<file path="src/rtl/txmod_pkg.sv">
package txmod_pkg;
  typedef enum logic [1:0] {
    SCH_FSK  = 2'b00,
    SCH_GFSK = 2'b01,
    SCH_ASK  = 2'b10,
    SCH_OOK  = 2'b11
  } scheme_e;
endpackage

</file>
<file path="src/rtl/txmod_bitclk.sv">
module txmod_bitclk #(
  parameter int DIVF_W     = 7,
  parameter int CNT_W      = 14,
  parameter int BASE_SHIFT = 3
) (
  input  logic              clk,
  input  logic              rst,
  input  logic              run,
  input  logic [DIVF_W-1:0] divf,
  input  logic [1:0]        idx_sel,
  output logic              bclk,
  output logic              rise
);
  logic [CNT_W-1:0]  cnt;
  logic [CNT_W-1:0]  half;
  logic [DIVF_W-1:0] divf_eff;
  logic              wrap;

  // half period = F * I / 2, with I = 16 << idx_sel
  always_comb begin
    divf_eff = (divf == '0) ? DIVF_W'(1) : divf;
    half     = CNT_W'(divf_eff) << (BASE_SHIFT + int'(idx_sel));
    wrap     = (cnt == half - CNT_W'(1));
    rise     = run && wrap && !bclk;
  end

  always_ff @(posedge clk) begin
    if (rst || !run) begin
      cnt  <= '0;
      bclk <= 1'b0;
    end else if (wrap) begin
      cnt  <= '0;
      bclk <= ~bclk;
    end else begin
      cnt  <= cnt + CNT_W'(1);
    end
  end
endmodule

</file>
<file path="src/rtl/txmod_freq.sv">
module txmod_freq
  import txmod_pkg::*;
#(
  parameter int FRAC_W = 12,
  parameter int TRIM_W = 11,
  parameter int WORD_W = 15,
  parameter int DEV_W  = 7,
  parameter int MEXP_W = 3
) (
  input  scheme_e           scheme,
  input  logic [FRAC_W-1:0] frac_base,
  input  logic [TRIM_W-1:0] freq_trim,
  input  logic [DEV_W-1:0]  dev_code,
  input  logic [MEXP_W-1:0] mod_exp,
  input  logic              bit_val,
  output logic [WORD_W-1:0] word
);
  localparam int SHIFT = WORD_W - FRAC_W;

  logic [WORD_W-1:0] center;
  logic [WORD_W-1:0] mag;

  always_comb begin
    center = {frac_base, {SHIFT{1'b0}}}
           + {{(WORD_W-TRIM_W){freq_trim[TRIM_W-1]}}, freq_trim};
    unique case (scheme)
      SCH_FSK:  mag = WORD_W'(dev_code) << SHIFT;
      SCH_GFSK: mag = WORD_W'(1) << (int'(mod_exp) + SHIFT);
      default:  mag = '0;
    endcase
    word = bit_val ? center + mag : center - mag;
  end
endmodule

</file>
<file path="src/rtl/txmod_pa.sv">
module txmod_pa
  import txmod_pkg::*;
#(
  parameter int LVL_W = 7
) (
  input  scheme_e          scheme,
  input  logic             bit_val,
  input  logic             pa_enable,
  input  logic [LVL_W-1:0] pa_level,
  input  logic [LVL_W-1:0] zero_level,
  output logic [LVL_W-1:0] code
);
  always_comb begin
    unique case (scheme)
      SCH_ASK: code = bit_val ? pa_level : zero_level;
      SCH_OOK: code = bit_val ? pa_level : '0;
      default: code = pa_level;
    endcase
    if (!pa_enable) code = '0;
  end
endmodule

</file>
<file path="src/rtl/tx_mod_ctrl.sv">
module tx_mod_ctrl
  import txmod_pkg::*;
#(
  parameter int FRAC_W = 12,
  parameter int TRIM_W = 11,
  parameter int WORD_W = 15,
  parameter int LVL_W  = 7,
  parameter int MEXP_W = 3,
  parameter int DIVF_W = 7
) (
  input  logic              clk,
  input  logic              rst,
  input  logic [1:0]        scheme_sel,
  input  logic [FRAC_W-1:0] frac_base,
  input  logic [TRIM_W-1:0] freq_trim,
  input  logic [LVL_W-1:0]  dev_code,
  input  logic [LVL_W-1:0]  pa_level,
  input  logic [MEXP_W-1:0] mod_exp,
  input  logic [DIVF_W-1:0] div_factor,
  input  logic [1:0]        idx_sel,
  input  logic              invert_data,
  input  logic              pa_enable,
  input  logic              tx_data,
  output logic [WORD_W-1:0] frac_word,
  output logic [LVL_W-1:0]  pa_dac,
  output logic              tx_bit_clk
);
  // counter must hold F_max * 128 / 2
  localparam int CNT_W = DIVF_W + 7;

  scheme_e           scheme;
  logic              gfsk;
  logic              data_eff;
  logic              gfsk_bit;
  logic              bit_rise;
  logic              bit_val;
  logic [WORD_W-1:0] word_d;
  logic [LVL_W-1:0]  code_d;

  always_comb begin
    scheme   = scheme_e'(scheme_sel);
    gfsk     = (scheme == SCH_GFSK);
    data_eff = tx_data ^ invert_data;
    bit_val  = gfsk ? (bit_rise ? data_eff : gfsk_bit) : data_eff;
  end

  txmod_bitclk #(.DIVF_W(DIVF_W), .CNT_W(CNT_W), .BASE_SHIFT(3)) u_bitclk (
    .clk     (clk),
    .rst     (rst),
    .run     (gfsk),
    .divf    (div_factor),
    .idx_sel (idx_sel),
    .bclk    (tx_bit_clk),
    .rise    (bit_rise)
  );

  txmod_freq #(.FRAC_W(FRAC_W), .TRIM_W(TRIM_W), .WORD_W(WORD_W),
               .DEV_W(LVL_W), .MEXP_W(MEXP_W)) u_freq (
    .scheme    (scheme),
    .frac_base (frac_base),
    .freq_trim (freq_trim),
    .dev_code  (dev_code),
    .mod_exp   (mod_exp),
    .bit_val   (bit_val),
    .word      (word_d)
  );

  txmod_pa #(.LVL_W(LVL_W)) u_pa (
    .scheme     (scheme),
    .bit_val    (bit_val),
    .pa_enable  (pa_enable),
    .pa_level   (pa_level),
    .zero_level (dev_code),
    .code       (code_d)
  );

  always_ff @(posedge clk) begin
    if (rst) begin
      frac_word <= '0;
      pa_dac    <= '0;
      gfsk_bit  <= 1'b0;
    end else begin
      frac_word <= word_d;
      pa_dac    <= code_d;
      gfsk_bit  <= gfsk ? bit_val : 1'b0;
    end
  end
endmodule

</file>
<file path="config.mk">
export PLATFORM = sky130hd
export DESIGN_NAME = tx_mod_ctrl
export DESIGN_NICKNAME = d
export VERILOG_FILES = /design/src/rtl/txmod_pkg.sv /design/src/rtl/txmod_bitclk.sv /design/src/rtl/txmod_freq.sv /design/src/rtl/txmod_pa.sv /design/src/rtl/tx_mod_ctrl.sv
export SDC_FILE = /design/constraint.sdc
export NUM_CORES = 1
export LEC_CHECK = 0
export BUFFER_PORTS_ARGS = -buffer_cell sky130_fd_sc_hd__buf_2
export CAP_MARGIN = 20
export CELL_PAD_IN_SITES_DETAIL_PLACEMENT = 1
export CELL_PAD_IN_SITES_GLOBAL_PLACEMENT = 1
export CORE_MARGIN = 1.5
export CORE_UTILIZATION = 30
export CTS_CLUSTER_SIZE = 40
export DETAILED_ROUTE_END_ITERATION = 8
export PLACE_DENSITY = 0.66
export SLEW_MARGIN = 40
export SYNTH_ARGS = -nofsm -noshare
export SYNTH_HDL_FRONTEND = slang
export SYNTH_HIERARCHICAL = 1
export SYNTH_SLANG_ARGS = --single-unit
</file>
<file path="constraint.sdc">
create_clock -name clk -period 5.6 [get_ports clk]
set_input_delay 0.28 -clock clk [delete_from_list [all_inputs] [get_ports clk]]
set_output_delay 0.28 -clock clk [all_outputs]
set_load 0.01 [all_outputs]
</file>
; ---- Word level (Yosys, flattened, before mapping)
; Index checks and enable logic that the tools add are counted.
[op_classes]
add_sub_neg = 7
eq_ne = 4
n_shift = 2
n_mux = 8
bitwise_logic = 4
n_reduce_logical = 10
[ops]
columns = cell, n
row1 = $shl A1 B32 Y15 const A, 1
row2 = $shl A7 B32 Y14, 1
row3 = $add A15 B15 Y15, 2
row4 = $pmux W15 S2, 1
row5 = $mux W7, 3
row6 = $mux W15, 1
row7 = $sub A15 B15 Y15, 1
row8 = $add A14 B1 Y14 const B, 1
row9 = $eq A14 B14 Y1, 1
row10 = $pmux W7 S2, 1
row11 = $sub A14 B1 Y14 const B, 1
row12 = $logic_not A7 Y1, 1
row13 = $reduce_or A2 Y1, 3
row14 = $add A3 B2 Y4 const B, 1
row15 = $eq A2 B2 Y1 const B, 2
row16 = $add A2 B2 Y3 const A, 1
row17 = $not A1 Y1, 3
row18 = $eq A2 B1 Y1 const B, 1
row19 = $logic_and A1 B1 Y1, 2
row20 = $logic_not A1 Y1, 2
row21 = $logic_not A2 Y1, 1
row22 = $mux W1, 2
row23 = $logic_or A1 B1 Y1, 1
row24 = $xor A1 B1 Y1, 1
[totals]
regBits = 38
inputBits = 56
output_inout_bits = 23
wordCells = 40

; ---- Depth between registers and ports, before layout
[depth]
ltp_word = 11
mapped_depth = 30

; ---- Cells and area by module
; Netlist, hierarchy kept.
[by_module_without_submodules]
columns = module, instances, cells_per_inst, area_per_inst_um2, seq_area_each_um2
row1 = txmod_bitclk, 1, 239, 1941.9, 300.3
row2 = txmod_freq, 1, 212, 1570.3, 0.0
row3 = tx_mod_ctrl, 1, 55, 684.4, 460.4
row4 = txmod_pa, 1, 24, 178.9, 0.0

; ---- Least setup slack after synthesis
; OpenSTA, ideal clock, no wires.
[synth_path]
path_type = input to register
start = in idx_sel[0]
end = reg frac_word[14]
arrival_time_ps = 5583
required_time_ps = 5482
slack_ps = -101
stages = 30
path_buffers = 5
path_cell_list = buf_6 -> buf_2 -> inv_1 -> ha_1 -> clkbuf_1 -> inv_1 -> clkbuf_1 -> nor3_1 -> nand2_1 -> ha_1 -> inv_1 -> a221oi_1 -> nand4_1 -> or4_4 -> and2_4 -> nor4_1 -> and3_1 -> nor3b_2 -> mux2_4 -> clkbuf_1 -> a21oi_1 -> xnor2_1 -> ha_1 -> a21o_1 -> a21o_1 -> a21oi_1 -> o21ai_0 -> a31oi_1 -> xnor2_1 -> nor2b_1
[synth_between]
elab_chain_cells = 9
[synth_lines]
columns = element, line
row1 = from (decl), tx_mod_ctrl.sv:20  ; input logic [1:0] idx_sel,
row2 = $add A2 B2 Y3, txmod_bitclk.sv:22  ; half = CNT_W'(divf_eff) << (BASE_SHIFT + int'(idx_sel));
row3 = $shl A7 B32 Y14, txmod_bitclk.sv:22
row4 = $sub A14 B1 Y14, txmod_bitclk.sv:23  ; wrap = (cnt == half - CNT_W'(1));
row5 = $eq A14 B14 Y1, txmod_bitclk.sv:23
row6 = $logic_and A1 B1 Y1 (2 in series), txmod_bitclk.sv:24  ; rise = run && wrap && !bclk;
row7 = net bit_rise, tx_mod_ctrl.sv:35  ; logic bit_rise;
row8 = $mux W1 (2 in series), tx_mod_ctrl.sv:44  ; bit_val = gfsk ? (bit_rise ? data_eff : gfsk_bit) : data_eff;
row9 = net bit_val, tx_mod_ctrl.sv:36  ; logic bit_val;
row10 = $mux W15, txmod_freq.sv:31  ; word = bit_val ? center + mag : center - mag;
row11 = net word_d[14], tx_mod_ctrl.sv:37  ; logic [WORD_W-1:0] word_d;
row12 = to (signal assigned), tx_mod_ctrl.sv:83  ; frac_word <= word_d;
row13 = to (decl), tx_mod_ctrl.sv:24  ; output logic [WORD_W-1:0] frac_word,
; The timed path passes the listed nets, and every way through them passes these cells.
; A chain may end at the register's enable or synchronous reset.

; ---- Worst setup path after layout
; Ends and elaborated chain as after synthesis.

==> run_results.csv <==
group,metric,value,unit
run_status,status,"complete, no violations",
floorplanning,die_area,15300,um^2
yosys,ys_ff_latch,38,
layout,nFillCells,1705,
yosys,synth_most_common_cell,"dfxtp_1",
yosys,syn_avg_cell_area,8.26,um^2
timing,fin_ws,306,ps
route,wirelength,13200,um
timing,maxSlewHeadroom,0.624,
place,gp_congestion,0.807,
timing,drv_slew,0,
clocking,htree_levels,2,
worst_setup_path,slowest_delay,420,ps
power_and_ir_drop,p_leak,0.00219,uW
place,placedCellCount,795,
worst_setup_path,worst_ep_required_time,5760,ps
yosys,synth_ff_type,"dfxtp_1",
timing,finalSetupViolations,0,
layout,nNetsFinal,709,
clocking,cts.clk_slew.worst_paths,60,ps
timing,fin_crit,5290,ps
layout,stdcell_count,803,
yosys,ys_seq_area_frac,0.174,
place,hpwl,10700,um
grt,grt_max_degree,25,
timing,fmax,0.189,GHz
yosys,yosysWarnings,6,
yosys,netlist_area,4380,um^2
layout,finish.instance_area,5330,um^2
timing,rsz0062_at_grt,"false",
grt,antenna_found_initial,0,
yosys,yosys.area.top_type,"dfxtp_1",
route,vias_per_cell,5.30,
grt,grt_pass1_wl,21700,um
yosys,synthTopCellsByArea,"dfxtp_1 (17%), ha_1 (8.3%), xnor2_1 (6.4%)",
clocking,cts_buffers,5,
route,vias,4252,
place,io_buffers,78,
route,drcViolationCount,0,
clocking,cts_root_buffer,"clkbuf_16",
route,dr.first_iter.drc_count,171,
flow_run,maxCapViolations,0,
hold_path,hold_path.class,"in -> reg",
grt,grt_use_total,0.177,
yosys,synth-edff-count,0,
timing,skew,5.28,ps
timing,finalHoldViolations,0,
yosys,synth_cell_types,89,
yosys,synth_common_cells,"dfxtp_1 (38), nor2b_1 (32), xnor2_1 (32)",
worst_setup_path,cp-start-kind,"input port",
layout,antenna_cells,0,
route,first_pass_iters,4,
power_and_ir_drop,power_density,253,nW/um^2
floorplanning,dieHeight,124,um
clocking,clk_path_buf_depth,2,
yosys,synth_top_area_frac,0.174,
worst_setup_path,cp_max_fo,12,
floorplanning,dieWidth,124,um
worst_setup_path,ff2ff_setup_slack,1070,ps
worst_setup_path,cp-end-kind,"flop",
timing,worst_pin_slew,558,ps
power_and_ir_drop,ir_drop,103,uV
clocking,clkSinkCount,38,
worst_setup_path,critPathArrivalTime,5450,ps
clocking,tritoncts,"done",
clocking,insertion_delay,290,ps
route,ant_nets,0,
layout,fin_util,0.379,
grt,grt_overflow,0,
worst_setup_path,slowest_stage,"ha_2",
timing,fin_crit_sh,0.945,
layout,syn2layout_area_growth,21.7,%
power_and_ir_drop,p_total,1350,uW
clocking,postCtsSetupRepairBufs,0,
yosys,netlist_instances,530,
floorplanning,rows,43,
floorplanning,start_util,0.312,
yosys,synthArstFlopShare,0,
route,wl_per_cell,16.5,um
floorplanning,coreArea,14000,um^2
worst_setup_path,worstSetupPathType,"in -> reg",
place,dpl_cell_area,5080,um^2
grt,grt_pass1_vias,4346,
layout,drive_above_1_share,0.283,
place,dp_worst_setup_slack,-6.48,ps
floorplanning,io_pins,79,
power by group:
part | leakage (uW) | switching [uW] | internal, uW | total [uW]
clock network | 0.0000971 | 117 | 268 | 385
registers | 0.000311 | 9.67 | 306 | 316
logic | 0.00178 | 347 | 300 | 647
total | 0.00219 | 474 | 874 | 1350
registers in the layout, indices dropped and copies added, names as in the netlist:
register,count
frac_word,15
u_bitclk/bclk,1
gfsk_bit,1
pa_dac,7
u_bitclk/cnt,14
layout make-up:
type	instances	area, um^2	share of cell area
timing repair buffer	106	604	0.113
clock inverter	2	60.1	0.0113
clock buffer	6	139	0.0261
multi-input combinational	454	3470	0.652
inverter	17	63.8	0.0120
tap	180	225	0.0423
sequential	38	761	0.143
final timing paths:
path / startpoint / end / depth (start not counted)
worst max-delay path: idx_sel[0] / frac_word[14] / 27
worst min-delay path: freq_trim[0] / frac_word[0] / 3
worst max register to register: u_bitclk/cnt[3] / frac_word[14] / 19
worst min register to register: u_bitclk/cnt[0] / u_bitclk/cnt[0] / 1
metrics by stage:
step	hold WS (ps)	TNS (ps)
after floorplan	352	0
after global placement	565	0
after detailed placement	587	-11.5
after CTS	345	0
after global routing	365	0
final	344	0
layer usage:
metal | share of wire | vias up | global-route usage | routed length, um
met5 | 0 | - | 0 | 0
met2 | 0.46 | 76 | 0.287 | 6090
met3 | 0.033 | 14 | 0.0211 | 435
li1 | - | 2137 | - | -
met4 | 0.015 | 0 | 0.0453 | 194
met1 | 0.49 | 2025 | 0.248 | 6500
worst max-delay path: cells and delay by family:
kind / cells / cell delay (ps)
AO/OA/AOI/OAI: 5 / 1190
XOR/XNOR: 4 / 560
adder cells (fa/ha/maj): 3 / 930
buffers and inverters: 4 / 430
multiplexers: 1 / 380
AND/OR/NAND/NOR: 10 / 1640
cell usage in the layout (no fill, tap or decap), drive strengths merged, types with 5 or more instances in the layout:
cell type	synthesis	routed
xor2	20	20
nand2b	11	11
nor3b	5	5
a211oi	5	5
a21o	13	13
buf	11	106
nor3	27	27
a31oi	5	5
a21boi	8	8
nand3b	10	10
dfxtp	38	38
and3	7	7
xnor2	32	32
o211ai	5	5
nor2b	32	32
inv	16	16
nand2	25	25
o31ai	6	6
ha	29	29
o21ai	29	29
clkbuf	11	6
a21oi	27	27
nor4	7	7
or3	7	7
nand3	21	21
o21bai	7	7
mux2i	5	5
mux2	10	10
nor2	30	30
timing repair:
item,CTS,global route
hold buffers,0,0
resized for setup,0,7
endpoints found under the setup margin,0,6
kinds of logic (layout without fill, tap and decap cells):
kind of cell               after synthesis  after routing  share of synthesized area
AOI/OAI and AO/OA                      141            141                      0.235
other                                    2              3                    0.00172
xor gates and xnor gates                52             52                      0.104
and+or+nand+nor                        208            208                      0.290
DFF                                     38             38                      0.174
adders and majority gates               31             31                     0.0921
buffers and inverters                   39            131                     0.0437
muxes                                   19             19                     0.0595
(Power assumes the default switching activity.)
